### config.mk
export PLATFORM = sky130hd
export DESIGN_NAME = sbus_core
export DESIGN_NICKNAME = d
export VERILOG_FILES = /design/src/rtl/sbus_pkg.sv /design/src/rtl/sbus_step_ctl.sv /design/src/rtl/sbus_ctl_enc.sv /design/src/rtl/sbus_regfile.sv /design/src/rtl/sbus_alu.sv /design/src/rtl/sbus_core.sv
export SDC_FILE = /design/constraint.sdc
export NUM_CORES = 1
export LEC_CHECK = 0
export ABC_CLOCK_PERIOD_IN_PS = 5100
export BUFFER_PORTS_ARGS = -buffer_cell sky130_fd_sc_hd__buf_4
export CAP_MARGIN = 20
export CORE_MARGIN = 4
export CORE_UTILIZATION = 43
export CTS_CLUSTER_DIAMETER = 50
export CTS_CLUSTER_SIZE = 12
export DETAILED_ROUTE_END_ITERATION = 7
export SYNTH_ARGS = -nofsm -noshare
export SYNTH_HDL_FRONTEND = slang
export SYNTH_HIERARCHICAL = 1
export SYNTH_SLANG_ARGS = --single-unit
### constraint.sdc
create_clock -name clk -period 5.1 [get_ports clk]
set_input_delay 1.02 -clock clk [delete_from_list [all_inputs] [get_ports clk]]
set_output_delay 1.02 -clock clk [all_outputs]
set_load 0.05 [all_outputs]
### src/rtl/sbus_pkg.sv
package sbus_pkg;

  // Opcode values held in the top field of the instruction word
  localparam int OP_ADDM  = 1;
  localparam int OP_LOAD  = 2;
  localparam int OP_STORE = 3;
  localparam int OP_BRA   = 4;

  // Bus source slots
  localparam int NSRC    = 5;
  localparam int SRC_PC  = 0;
  localparam int SRC_Z   = 1;
  localparam int SRC_MDR = 2;
  localparam int SRC_GPR = 3;
  localparam int SRC_OFF = 4;

  // One control word per step
  typedef struct packed {
    logic [NSRC-1:0] oe;        // bus out-enables, one per source
    logic            pc_in;
    logic            mar_in;
    logic            mdr_inp;   // MDR loads from the internal bus
    logic            mdr_inm;   // MDR loads from the memory read data
    logic            ir_in;
    logic            y_in;
    logic            z_in;
    logic            sel_y;     // ALU A input: 1 = Y, 0 = increment constant
    logic            gpr_in;    // register field A loads from the bus
    logic            gpr_src_b; // register read index: 1 = field B, 0 = field A
    logic            mem_rd;
    logic            mem_wr;
    logic            end_s;     // last step of the instruction
  } ctl_t;

endpackage

### src/rtl/sbus_step_ctl.sv
module sbus_step_ctl #(
  parameter  int NSTEP = 7,
  localparam int SW    = $clog2(NSTEP)
) (
  input  logic             clk,
  input  logic             rst,
  input  logic             end_s,
  output logic [SW-1:0]    step,
  output logic [NSTEP-1:0] t_hot
);

  localparam logic [SW-1:0] LAST = SW'(NSTEP - 1);

  always_ff @(posedge clk) begin
    if (rst)               step <= '0;
    else if (end_s)        step <= '0;
    else if (step != LAST) step <= step + 1'b1;
  end

  // One-hot time slots: t_hot[k] is step k+1
  for (genvar k = 0; k < NSTEP; k++) begin : g_slot
    assign t_hot[k] = (step == SW'(k));
  end

endmodule

### src/rtl/sbus_ctl_enc.sv
module sbus_ctl_enc
  import sbus_pkg::*;
#(
  parameter  int OPW   = 4,
  parameter  int NSTEP = 7,
  localparam int OPN   = 2 ** OPW
) (
  input  logic [OPW-1:0]   opcode,
  input  logic [NSTEP-1:0] t,
  output logic [OPN-1:0]   op_hot,
  output ctl_t             cw
);

  localparam logic [OPN-1:0] KNOWN = (OPN'(1) << OP_ADDM) | (OPN'(1) << OP_LOAD) |
                                     (OPN'(1) << OP_STORE) | (OPN'(1) << OP_BRA);

  logic is_add, is_ld, is_st, is_br, is_other;

  // Instruction decoder: one line per opcode value
  always_comb begin
    op_hot = '0;
    op_hot[opcode] = 1'b1;
  end

  assign is_add   = op_hot[OP_ADDM];
  assign is_ld    = op_hot[OP_LOAD];
  assign is_st    = op_hot[OP_STORE];
  assign is_br    = op_hot[OP_BRA];
  assign is_other = |(op_hot & ~KNOWN);

  // Encoder: each control line is a sum of slot and slot-and-opcode products
  always_comb begin
    cw = '0;
    cw.oe[SRC_PC]  = t[0] | (t[3] & is_br);
    cw.oe[SRC_Z]   = t[1] | (t[6] & is_add) | (t[5] & is_br);
    cw.oe[SRC_MDR] = t[2] | (t[5] & (is_add | is_ld));
    cw.oe[SRC_GPR] = (t[3] & (is_add | is_ld | is_st)) | (t[4] & (is_add | is_st));
    cw.oe[SRC_OFF] = t[4] & is_br;
    cw.mar_in      = t[0] | (t[3] & (is_add | is_ld | is_st));
    cw.y_in        = t[0] | (t[4] & is_add) | (t[3] & is_br);
    cw.z_in        = t[0] | (t[5] & is_add) | (t[4] & is_br);
    cw.sel_y       = (t[5] & is_add) | (t[4] & is_br);
    cw.pc_in       = t[1] | (t[5] & is_br);
    cw.mem_rd      = t[1] | (t[4] & (is_add | is_ld));
    cw.mdr_inm     = t[1] | (t[4] & (is_add | is_ld));
    cw.ir_in       = t[2];
    cw.gpr_src_b   = t[3];
    cw.mdr_inp     = t[4] & is_st;
    cw.gpr_in      = (t[5] & is_ld) | (t[6] & is_add);
    cw.mem_wr      = t[5] & is_st;
    cw.end_s       = (t[3] & is_other) | (t[5] & (is_ld | is_st | is_br)) | (t[6] & is_add);
  end

endmodule

### src/rtl/sbus_regfile.sv
module sbus_regfile #(
  parameter  int DW   = 16,
  parameter  int NREG = 8,
  localparam int RW   = $clog2(NREG)
) (
  input  logic          clk,
  input  logic          rst,
  input  logic          we,
  input  logic [RW-1:0] waddr,
  input  logic [DW-1:0] wdata,
  input  logic [RW-1:0] raddr,
  output logic [DW-1:0] rdata
);

  logic [DW-1:0] regs [NREG];

  always_ff @(posedge clk) begin
    if (rst) begin
      for (int k = 0; k < NREG; k++) regs[k] <= '0;
    end else if (we) begin
      regs[waddr] <= wdata;
    end
  end

  assign rdata = regs[raddr];

endmodule

### src/rtl/sbus_alu.sv
module sbus_alu #(
  parameter int DW  = 16,
  parameter int INC = 1
) (
  input  logic          sel_y,
  input  logic [DW-1:0] y,
  input  logic [DW-1:0] b,
  output logic [DW-1:0] sum
);

  function automatic logic [DW-1:0] add_w(input logic [DW-1:0] a, input logic [DW-1:0] c);
    return a + c;
  endfunction

  logic [DW-1:0] a_op;

  assign a_op = sel_y ? y : DW'(INC);
  assign sum  = add_w(a_op, b);

endmodule

### src/rtl/sbus_core.sv
module sbus_core
  import sbus_pkg::*;
#(
  parameter  int DW    = 16,
  parameter  int NREG  = 8,
  parameter  int OPW   = 4,
  parameter  int OFFW  = 8,
  parameter  int INC   = 1,
  parameter  int NSTEP = 7,
  localparam int RW    = $clog2(NREG),
  localparam int SW    = $clog2(NSTEP),
  localparam int OPN   = 2 ** OPW
) (
  input  logic          clk,
  input  logic          rst,
  output logic [DW-1:0] mem_addr,
  output logic [DW-1:0] mem_wdata,
  input  logic [DW-1:0] mem_rdata,
  output logic          mem_rd,
  output logic          mem_wr
);

  function automatic logic [DW-1:0] sext_off(input logic [OFFW-1:0] f);
    return {{(DW-OFFW){f[OFFW-1]}}, f};
  endfunction

  logic [DW-1:0] pc, ir, mar, mdr, y, z;
  logic [DW-1:0] bus_w, gpr_rd, off_ext, alu_sum;
  logic [OPW-1:0] opcode;
  logic [RW-1:0]  fld_a, fld_b, gpr_raddr;
  ctl_t           cw;

  // Named internal events for the checker
  logic [NSRC-1:0]  bus_oe;
  logic             end_s;
  logic [SW-1:0]    step;
  logic [NSTEP-1:0] t_hot;
  logic [OPN-1:0]   op_hot;

  assign opcode  = ir[DW-1 -: OPW];
  assign fld_a   = ir[DW-OPW-1 -: RW];
  assign fld_b   = ir[DW-OPW-RW-1 -: RW];
  assign off_ext = sext_off(ir[OFFW-1:0]);
  assign bus_oe  = cw.oe;
  assign end_s   = cw.end_s;

  sbus_step_ctl #(.NSTEP(NSTEP)) u_step (
    .clk(clk), .rst(rst), .end_s(end_s), .step(step), .t_hot(t_hot)
  );

  sbus_ctl_enc #(.OPW(OPW), .NSTEP(NSTEP)) u_enc (
    .opcode(opcode), .t(t_hot), .op_hot(op_hot), .cw(cw)
  );

  assign gpr_raddr = cw.gpr_src_b ? fld_b : fld_a;

  sbus_regfile #(.DW(DW), .NREG(NREG)) u_rf (
    .clk(clk), .rst(rst), .we(cw.gpr_in), .waddr(fld_a), .wdata(bus_w),
    .raddr(gpr_raddr), .rdata(gpr_rd)
  );

  sbus_alu #(.DW(DW), .INC(INC)) u_alu (
    .sel_y(cw.sel_y), .y(y), .b(bus_w), .sum(alu_sum)
  );

  // Shared bus modelled as an AND-OR selector in place of tristate buffers
  always_comb begin
    bus_w = ({DW{bus_oe[SRC_PC]}}  & pc)
          | ({DW{bus_oe[SRC_Z]}}   & z)
          | ({DW{bus_oe[SRC_MDR]}} & mdr)
          | ({DW{bus_oe[SRC_GPR]}} & gpr_rd)
          | ({DW{bus_oe[SRC_OFF]}} & off_ext);
  end

  always_ff @(posedge clk) begin
    if (rst) begin
      pc  <= '0;
      ir  <= '0;
      mar <= '0;
      mdr <= '0;
      y   <= '0;
      z   <= '0;
    end else begin
      if (cw.pc_in)        pc  <= bus_w;
      if (cw.ir_in)        ir  <= bus_w;
      if (cw.mar_in)       mar <= bus_w;
      if (cw.mdr_inm)      mdr <= mem_rdata;
      else if (cw.mdr_inp) mdr <= bus_w;
      if (cw.y_in)         y   <= bus_w;
      if (cw.z_in)         z   <= alu_sum;
    end
  end

  assign mem_addr  = mar;
  assign mem_wdata = mdr;
  assign mem_rd    = cw.mem_rd;
  assign mem_wr    = cw.mem_wr;

endmodule

### Word-level counts from Yosys, hierarchy flattened

Memory sizes are Yosys's and may differ from the RTL's.
Index checks and enable logic that the tools add are counted.
Widths: inputs -> output; s select.

| operators by class | value |
|---|---|
| multiplexer cells | 14 |
| $add $sub $neg | 2 |
| reductions and logical operators | 6 |
| bitwise gates (word level) | 45 |
| equality and inequality tests | 7 |
| magnitude comparators | 2 |

Operators by type and width:

| operator | count |
|---|---|
| $and 16x16->16 | 5 |
| $mux 16 | 4 |
| $or 16x16->16 | 4 |
| $or 1x1->1 | 21 |
| $add 16x16->16 | 1 |
| $reduce_or 16->1 | 1 |
| $and 1x1->1 | 15 |
| $reduce_or 12->1 | 1 |
| $eq 3x3->1 const B | 3 |
| $mux 1 | 7 |
| $eq 3x2->1 const B | 2 |
| $mux 3 | 2 |
| $lt 4x5->1 const B | 1 |
| $demux 1 s4 | 1 |
| $ge 4x1->1 const B | 1 |
| $add 3x1->3 const B | 1 |
| $eq 3x1->1 const B | 1 |
| $logic_not 3->1 | 1 |
| $ne 3x3->1 const B | 1 |
| $reduce_bool 2->1 | 1 |
| $reduce_or 2->1 | 1 |
| $logic_and 1x1->1 | 1 |

| word-level totals | value |
|---|---|
| memories kept | 1 |
| logic and storage cells | 84 |
| memory bits (writable) | 128 |
| input bits | 18 |
| output and inout bits | 34 |
| bits in registers | 99 |

Memories:

| name | depth | width | rd ports | clocked after Yosys merged registers in | wr ports | RTL line | source |
|---|---|---|---|---|---|---|---|
| u_rf.regs | 8 | 16 | 1 | 0 | 8 | sbus_regfile.sv:15 | `logic [DW-1:0] regs [NREG];` |

### Longest topological paths before layout

Gate-level depths: netlist of run 1.

| depth | value |
|---|---|
| word-level depth | 14 |
| gate-level depth with buffers | 21 |
| mapped depth without buffers | 19 |

### By module

Netlist of run 1, hierarchy kept.

By module, submodules not included:

| module | times used | area an instance (um^2) | cells each |
|---|---|---|---|
| sbus_regfile | 1 | 5845.6 | 373 |
| sbus_core | 1 | 4000.1 | 429 |
| sbus_alu | 1 | 833.3 | 112 |
| sbus_ctl_enc | 1 | 422.9 | 62 |
| sbus_step_ctl | 1 | 246.5 | 27 |

### Worst setup path before layout of run 1

No wires, ideal clock.

| timing | value |
|---|---|
| kind | reg2reg |
| start | register u_step.step[0] |
| end | register z[10] |
| setup slack | 0.640 ns |
| required time | 4.972 ns |
| data arrival time | 4.332 ns |
| cell stages (with the launch flop) | 21 |
| cell sequence | dfxtp_1 ha_1 ha_1 buf_4 mux2_2 buf_6 buf_6 mux4_2 mux2_2 a222oi_1 and2_4 inv_1 ha_1 fa_1 a21o_1 a31o_2 nand2_1 o21ai_0 xnor2_1 mux2i_1 nor2_1 |

| on the way | value |
|---|---|
| elaborated cells on any way between the ends | 36 |
| those cells by class | add/sub: 1; eq/ne: 6; mux: 2; bitwise: 25; reduce/logical: 1; memory: 1 |

RTL lines:

| what | RTL line | source |
|---|---|---|
| from (decl) | sbus_step_ctl.sv:8 | `output logic [SW-1:0] step,` |
| from (signal assigned) | sbus_step_ctl.sv:17 | `else if (step != LAST) step <= step + 1'b1;` |
| $eq 3x2->1 | sbus_step_ctl.sv:22 | `assign t_hot[k] = (step == SW'(k));` |
| net t_hot[3] | sbus_core.sv:37 | `logic [NSTEP-1:0] t_hot;` |
| $mux 3 | sbus_core.sv:55 | `assign gpr_raddr = cw.gpr_src_b ? fld_b : fld_a;` |
| net gpr_raddr[0] | sbus_core.sv:30 | `logic [RW-1:0] fld_a, fld_b, gpr_raddr;` |
| $mem_v2 8x16 | -- |  |
| net gpr_rd[0] | sbus_core.sv:28 | `logic [DW-1:0] bus_w, gpr_rd, off_ext, alu_sum;` |
| $and 16x16->16 | sbus_core.sv:71 | `\| ({DW{bus_oe[SRC_GPR]}} & gpr_rd)` |
| $or 16x16->16 | sbus_core.sv:71 |  |
| $or 16x16->16 | sbus_core.sv:72 | `\| ({DW{bus_oe[SRC_OFF]}} & off_ext);` |
| net bus_w[0] | sbus_core.sv:28 |  |
| $add 16x16->16 | sbus_alu.sv:12 | `return a + c;` |
| net alu_sum[10] | sbus_core.sv:28 |  |
| to (signal assigned) | sbus_core.sv:90 | `if (cw.z_in) z <= alu_sum;` |
| to (decl) | sbus_core.sv:27 | `logic [DW-1:0] pc, ir, mar, mdr, y, z;` |

The timed path passes the listed nets, and every way through them passes these cells.
A chain may end at the register's enable or synchronous reset.

### Worst setup path in the final report of run 1

Ends and elaborated chain as after synthesis.

==> flow_summary.json, run 1 <==
{
  "instances_no_fill": 1358,
  "cp-end-kind": "register",
  "syn_area_um2": 11300,
  "drtPass1Iterations": 6,
  "die_y_um": 170,
  "pwr-share-seq": 0.395,
  "cts_tree": "built",
  "maxCapViolCount": 0,
  "clockRootBuffer": "clkbuf_16",
  "synth_area_per_cell_um2": 11.4,
  "groute.layer.met1.usage": 0.285,
  "peakVddDrop_mv": 0.307,
  "seqCellArea_um2": 5830,
  "critPathKind": "reg -> reg",
  "io_pins": 52,
  "clkLatencyLatePin_ns": 0.53,
  "coreArea_um2": 25900,
  "clock_path_buffers": 3,
  "synth_warnings": 6,
  "die-area_um2": 28900,
  "worstMarginPinSlew_ns": 1.08,
  "nFillCells": 2329,
  "multi_input_area_um2": 4760,
  "ant_nets": 0,
  "place.gp.congestion": 0.878,
  "power_density_nw_per_um2": 448,
  "hold_class": "reg -> reg",
  "wirelength_um": 29000,
  "reg2reg_slack_ns": 0.34,
  "use_met2": 0.315,
  "grt_max_degree": 71,
  "drt_iter0_markers": 673,
  "p_int_mw": 3.80,
  "period_needed_ns": 4.76,
  "critPathMostFrequentCell": "ha_1",
  "placed_cells_incl_taps": 1312,
  "htree_levels": 1,
  "clkPwrFrac": 0.331,
  "rsz0062_at_grt": "false",
  "start_util": 0.435,
  "postCtsResizedCells": 0,
  "drcViolationCount": 0,
  "setup_viol": 0,
  "drive_gt1_frac": 0.197,
  "worst_r2r_endpoint": "z[10]$_SDFFE_PP0P_",
  "postCtsHoldBufs": 0,
  "fmax_mhz": 210,
  "required_ns": 5.49,
  "post-route-period-util": 0.933,
  "clock-sinks": 227,
  "fin_tns_setup_ns": 0,
  "p_total_mw": 5.69,
  "antenna_found_initial": 0,
  "port_buffers": 51,
  "hold_viol": 0,
  "reg2reg_depth": 17,
  "arrival_ns": 5.14,
  "outcome": "completed",
  "final_net_count": 1046,
  "clkTransAtPathRegs_ns": 0.06,
  "cts-buffers-inserted": 27,
  "hold_path_end": "y[9]$_SDFFE_PP0P_",
  "path_max_fanout": 15,
  "switching_power_mw": 1.89,
  "slowest_delay_ns": 0.58,
  "grt_pass1_wl_um": 44900,
  "slowest_stage": "mux4_1",
  "rows": 59,
  "postLayoutCoreUtil": 0.490,
  "synthesis.nets": 1026,
  "num_vias": 7895,
  "grt_overflow_total": 0,
  "swShare": 0.333,
  "syn2layout_area_growth_pct": 12.6,
  "synthCells": 987,
  "leakage_nw": 4.75,
  "hpwl_um": 18700,
  "maxSlewViolCount": 0,
  "diodes": 0,
  "fin_skew_ns": 0.0232,
  "use_met3": 0.0302,
  "start_kind": "register",
  "viasPerCell": 5.81,
  "die_width_um": 170,
  "relSlewSlack": 0.278,
  "grt_pass1_vias": 7666,
  "grtUsageTotal": 0.196,
  "pwr-share-comb": 0.275,
  "wire_per_inst_um": 21.4,
  "r2r_start": "u_step/step[0]$_SDFFE_PP0P_",
  "busiest_layer": "met2",
  "cts_setup_buffers": 0,
  "hp-start": "y[9]$_SDFFE_PP0P_",
  "hold_depth": 2,
  "crit_chain": "ha_1 -> ha_1 -> mux2_2 -> buf_4 -> mux4_1 -> mux2_2 -> a222oi_1 -> and2_4 -> inv_1 -> ha_1 -> a211o_1 -> a31o_2 -> nand2_1 -> o21ai_0 -> xnor2_1 -> mux2i_1 -> nor2_1"
}
==> worst max-delay path, delay by kind of cell, from the launching register on <==
| kind | cells | cell delay (ns) |
|---|---|---|
| adders and majority gates | 3 | 0.80 |
| and+or+nand+nor | 3 | 0.49 |
| DFF | 1 | 0.35 |
| AOI/OAI and AO/OA | 4 | 1.05 |
| muxes | 4 | 1.38 |
| xor gates and xnor gates | 1 | 0.14 |
| buffers and inverters | 2 | 0.40 |
==> state kept, by name, indices dropped and copies added (netlist names) <==
name	count
z	16
ir	16
u_step/step	3
y	16
pc	16
mem_addr	16
mem_wdata	16
u_rf/regs	128
==> power groups by stage <==
stage	clock network [mW]	logic (mW)	registers [mW]
global placement	0	1.54	2.28
floorplan	0	1.00	2.42
finish	1.88	1.56	2.25
detailed placement	0	1.55	2.28
CTS	1.92	1.56	2.24
global route	1.99	1.68	2.27
==> layout by cell type (no fill, tap or decap), drive strengths merged, types with 27 or more instances in the layout <==
cell    instances
nor3          130
edfxtp        128
dfxtp          99
nor2           89
buf            87
a211oi         69
inv            34
clkbuf         33
mux4           32
nand2          31
a21oi          27
==> worst max path at each step <==
stage                                     start            endpoint  depth (start not counted)
detailed placement  u_step/step[0]$_SDFFE_PP0P_   z[8]$_SDFFE_PP0P_                         17
floorplan           u_step/step[0]$_SDFFE_PP0P_  z[10]$_SDFFE_PP0P_                         20
global route        u_step/step[0]$_SDFFE_PP0P_   z[8]$_SDFFE_PP0P_                         17
finish              u_step/step[0]$_SDFFE_PP0P_  z[10]$_SDFFE_PP0P_                         17
global placement    u_step/step[0]$_SDFFE_PP0P_  z[10]$_SDFFE_PP0P_                         17
CTS                 u_step/step[0]$_SDFFE_PP0P_  z[10]$_SDFFE_PP0P_                         17
==> layer usage <==
layer  part of all wire  vias to the layer above
met2               0.46                      241
met5                  0                        -
li1                   -                     3745
met3              0.063                       38
met4              0.016                        0
met1               0.46                     3871
==> final cells by class <==
class                      instances  share of cell area
sequential                       227               0.458
multi-input combinational        618               0.375
clock buffer                      33              0.0549
timing repair buffer              87              0.0530
tap                              335              0.0330
inverter                          46              0.0136
clock inverter                    12              0.0122
==> through the flow <==
stage	setup WS [ns]	instance area [um2]	hold slack, ns
final	0.342	12700	0.478
after global routing	0.0773	12700	0.500
after CTS	0.306	12700	0.481
after detailed placement	0.329	11800	0.474
after global placement	0.434	11800	0.467
after floorplan	0.640	11300	0.458
Power figures use the tool's default switching activity.
==> inputs of run 2 (changes only) <==
--- a/config.mk
+++ b/config.mk
@@ -8,7 +8,7 @@
 export ABC_CLOCK_PERIOD_IN_PS = 5100
 export BUFFER_PORTS_ARGS = -buffer_cell sky130_fd_sc_hd__buf_4
 export CAP_MARGIN = 20
-export CORE_MARGIN = 4
+export CORE_MARGIN = 2
 export CORE_UTILIZATION = 43
 export CTS_CLUSTER_DIAMETER = 50
 export CTS_CLUSTER_SIZE = 12
==> run 2 against run 1 <==
Against the previous run:
- clock skew decreased by 0.010 ns
- cell area increased by 0.77%
- routed wire length increased by 0.41%
- flip-flop and latch count unchanged
- non-clock buffer count increased by 1
- cell count increased by 0.52%
- via count increased by 1.3%
- clock power increased by 6%
- critical path type unchanged
- largest cell class unchanged
- largest power group unchanged
- highest routed layer unchanged
==> flow_summary.json, run 2 (synthesized netlist as in run 1, its figures left out) <==
{
  "hold_viol": 0,
  "num_vias": 7998,
  "die_width_um": 166,
  "drt_iter0_markers": 727,
  "ant_nets": 0,
  "diodes": 0,
  "port_buffers": 51,
  "drive_gt1_frac": 0.206,
  "power_density_nw_per_um2": 453,
  "reg2reg_slack_ns": 0.29,
  "drcViolationCount": 0,
  "slowest_stage": "mux4_1",
  "grtUsageTotal": 0.208,
  "regMostFlops": "u_rf/regs",
  "critPathMostFrequentCell": "ha_1",
  "viasPerCell": 5.86,
  "clkLatencyLatePin_ns": 0.54,
  "multi_input_area_um2": 4760,
  "drtPass1Iterations": 5,
  "grt_overflow_total": 0,
  "place.gp.congestion": 0.830,
  "fin_tns_setup_ns": 0,
  "clock-sinks": 227,
  "worstMarginPinSlew_ns": 1.12,
  "io_pins": 52,
  "hold_ws_ns": 0.484,
  "cp-end-kind": "register",
  "wirelength_um": 29100,
  "postCtsHoldBufs": 0,
  "arrival_ns": 5.20,
  "hold_class": "reg -> reg",
  "start_kind": "register",
  "maxCapViolCount": 0,
  "relSlewSlack": 0.256,
  "peakVddDrop_mv": 0.326,
  "cts-buffers-inserted": 28,
  "clkTransAtPathRegs_ns": 0.06,
  "hpwl_um": 18700,
  "grt_max_degree": 66,
  "p_total_mw": 5.80,
  "die_y_um": 166,
  "grt_pass1_vias": 7647,
  "required_ns": 5.49,
  "syn2layout_area_growth_pct": 13.5,
  "final_net_count": 1048,
  "slowest_delay_ns": 0.59,
  "path_max_fanout": 26,
  "critPathKind": "reg -> reg",
  "maxSlewViolCount": 0,
  "rows": 59,
  "rsz0062_at_grt": "false",
  "fmax_mhz": 208,
  "post-route-period-util": 0.944,
  "period_needed_ns": 4.81,
  "wire_per_inst_um": 21.3,
  "htree_levels": 1,
  "antenna_found_initial": 0,
  "most-common-layout-cells": "nor3_1 (128), edfxtp_1 (128), dfxtp_1 (99)",
  "fin_skew_ns": 0.0131,
  "coreArea_um2": 25900,
  "die-area_um2": 27500,
  "largest_register_ffs": 128,
  "clock_path_buffers": 3,
  "cts_tree": "built",
  "final_area_um2": 12800,
  "leakage_nw": 4.80,
  "seqCellArea_um2": 5830,
  "outcome": "completed",
  "crit_chain": "ha_1 -> ha_1 -> mux2_2 -> buf_6 -> mux4_1 -> mux2_2 -> a222oi_1 -> and2_4 -> inv_1 -> ha_1 -> a211o_1 -> a31o_2 -> nand2_1 -> o21ai_1 -> xor2_1 -> mux2i_1 -> nor2_1",
  "nFillCells": 2318,
  "start_util": 0.435,
  "setup_viol": 0,
  "placed_area_um2": 11800,
  "grt_pass1_wl_um": 45500,
  "clockRootBuffer": "clkbuf_16"
}
[run 2: per-stage QoR]
stage / cells / util / worst slack, ns
6_report: 1365 / 0.494 / 0.287
5_1_grt: 1365 / 0.494 / 0.0209
4_1_cts: 1364 / 0.493 / 0.178
3_5_place_dp: 1313 / 0.457 / 0.190
3_3_place_gp: 1313 / 0.457 / 0.227
2_1_floorplan: 987 / - / 0.640
[run 2: power breakdown]
| group | internal (mW) | total [mW] | switching (mW) |
|---|---|---|---|
| logic | 0.546 | 1.56 | 1.01 |
| registers | 2.12 | 2.25 | 0.128 |
| clock network | 1.22 | 1.99 | 0.772 |
| total | 3.89 | 5.80 | 1.92 |
[run 2: routing by layer]
| metal | routed length [um] | GRT usage | part of all wire |
|---|---|---|---|
| met5 | 0 | 0 | 0 |
| met4 | 541 | 0.0575 | 0.019 |
| met3 | 1850 | 0.0272 | 0.063 |
| met2 | 13400 | 0.325 | 0.46 |
| met1 | 13300 | 0.305 | 0.46 |
[run 2: worst max-delay path: cells and delay by family, from the launching register on]
family,cells,cell delay (ns)
flip-flops,1,0.34
AO/OA/AOI/OAI,4,1.08
buffers and inverters,2,0.40
multiplexers,4,1.40
AND/OR/NAND/NOR,3,0.50
adder cells (fa/ha/maj),3,0.81
XOR/XNOR,1,0.15
[run 2: path summary, 6_finish.rpt]
kind / from / to / cells past startpoint
min reg2reg: y[14]$_SDFFE_PP0P_ / y[14]$_SDFFE_PP0P_ / 2
max reg2reg: u_step/step[0]$_SDFFE_PP0P_ / z[14]$_SDFFE_PP0P_ / 17
min: y[14]$_SDFFE_PP0P_ / y[14]$_SDFFE_PP0P_ / 2
max: u_step/step[0]$_SDFFE_PP0P_ / z[14]$_SDFFE_PP0P_ / 17
[run 2: cell type report]
class | instances | share of cell area
sequential | 227 | 0.455
clock inverter | 14 | 0.0132
timing repair buffer | 88 | 0.0534
inverter | 46 | 0.0135
multi-input combinational | 618 | 0.372
clock buffer | 37 | 0.0602
tap | 335 | 0.0327
[run 2: timing repair]
| item | CTS | global route |
|---|---|---|
| resized for setup | 0 | 1 |
| setup buffers | 0 | 0 |
| endpoints found under the setup margin | 0 | 8 |
| hold endpoints to repair | 0 | 0 |
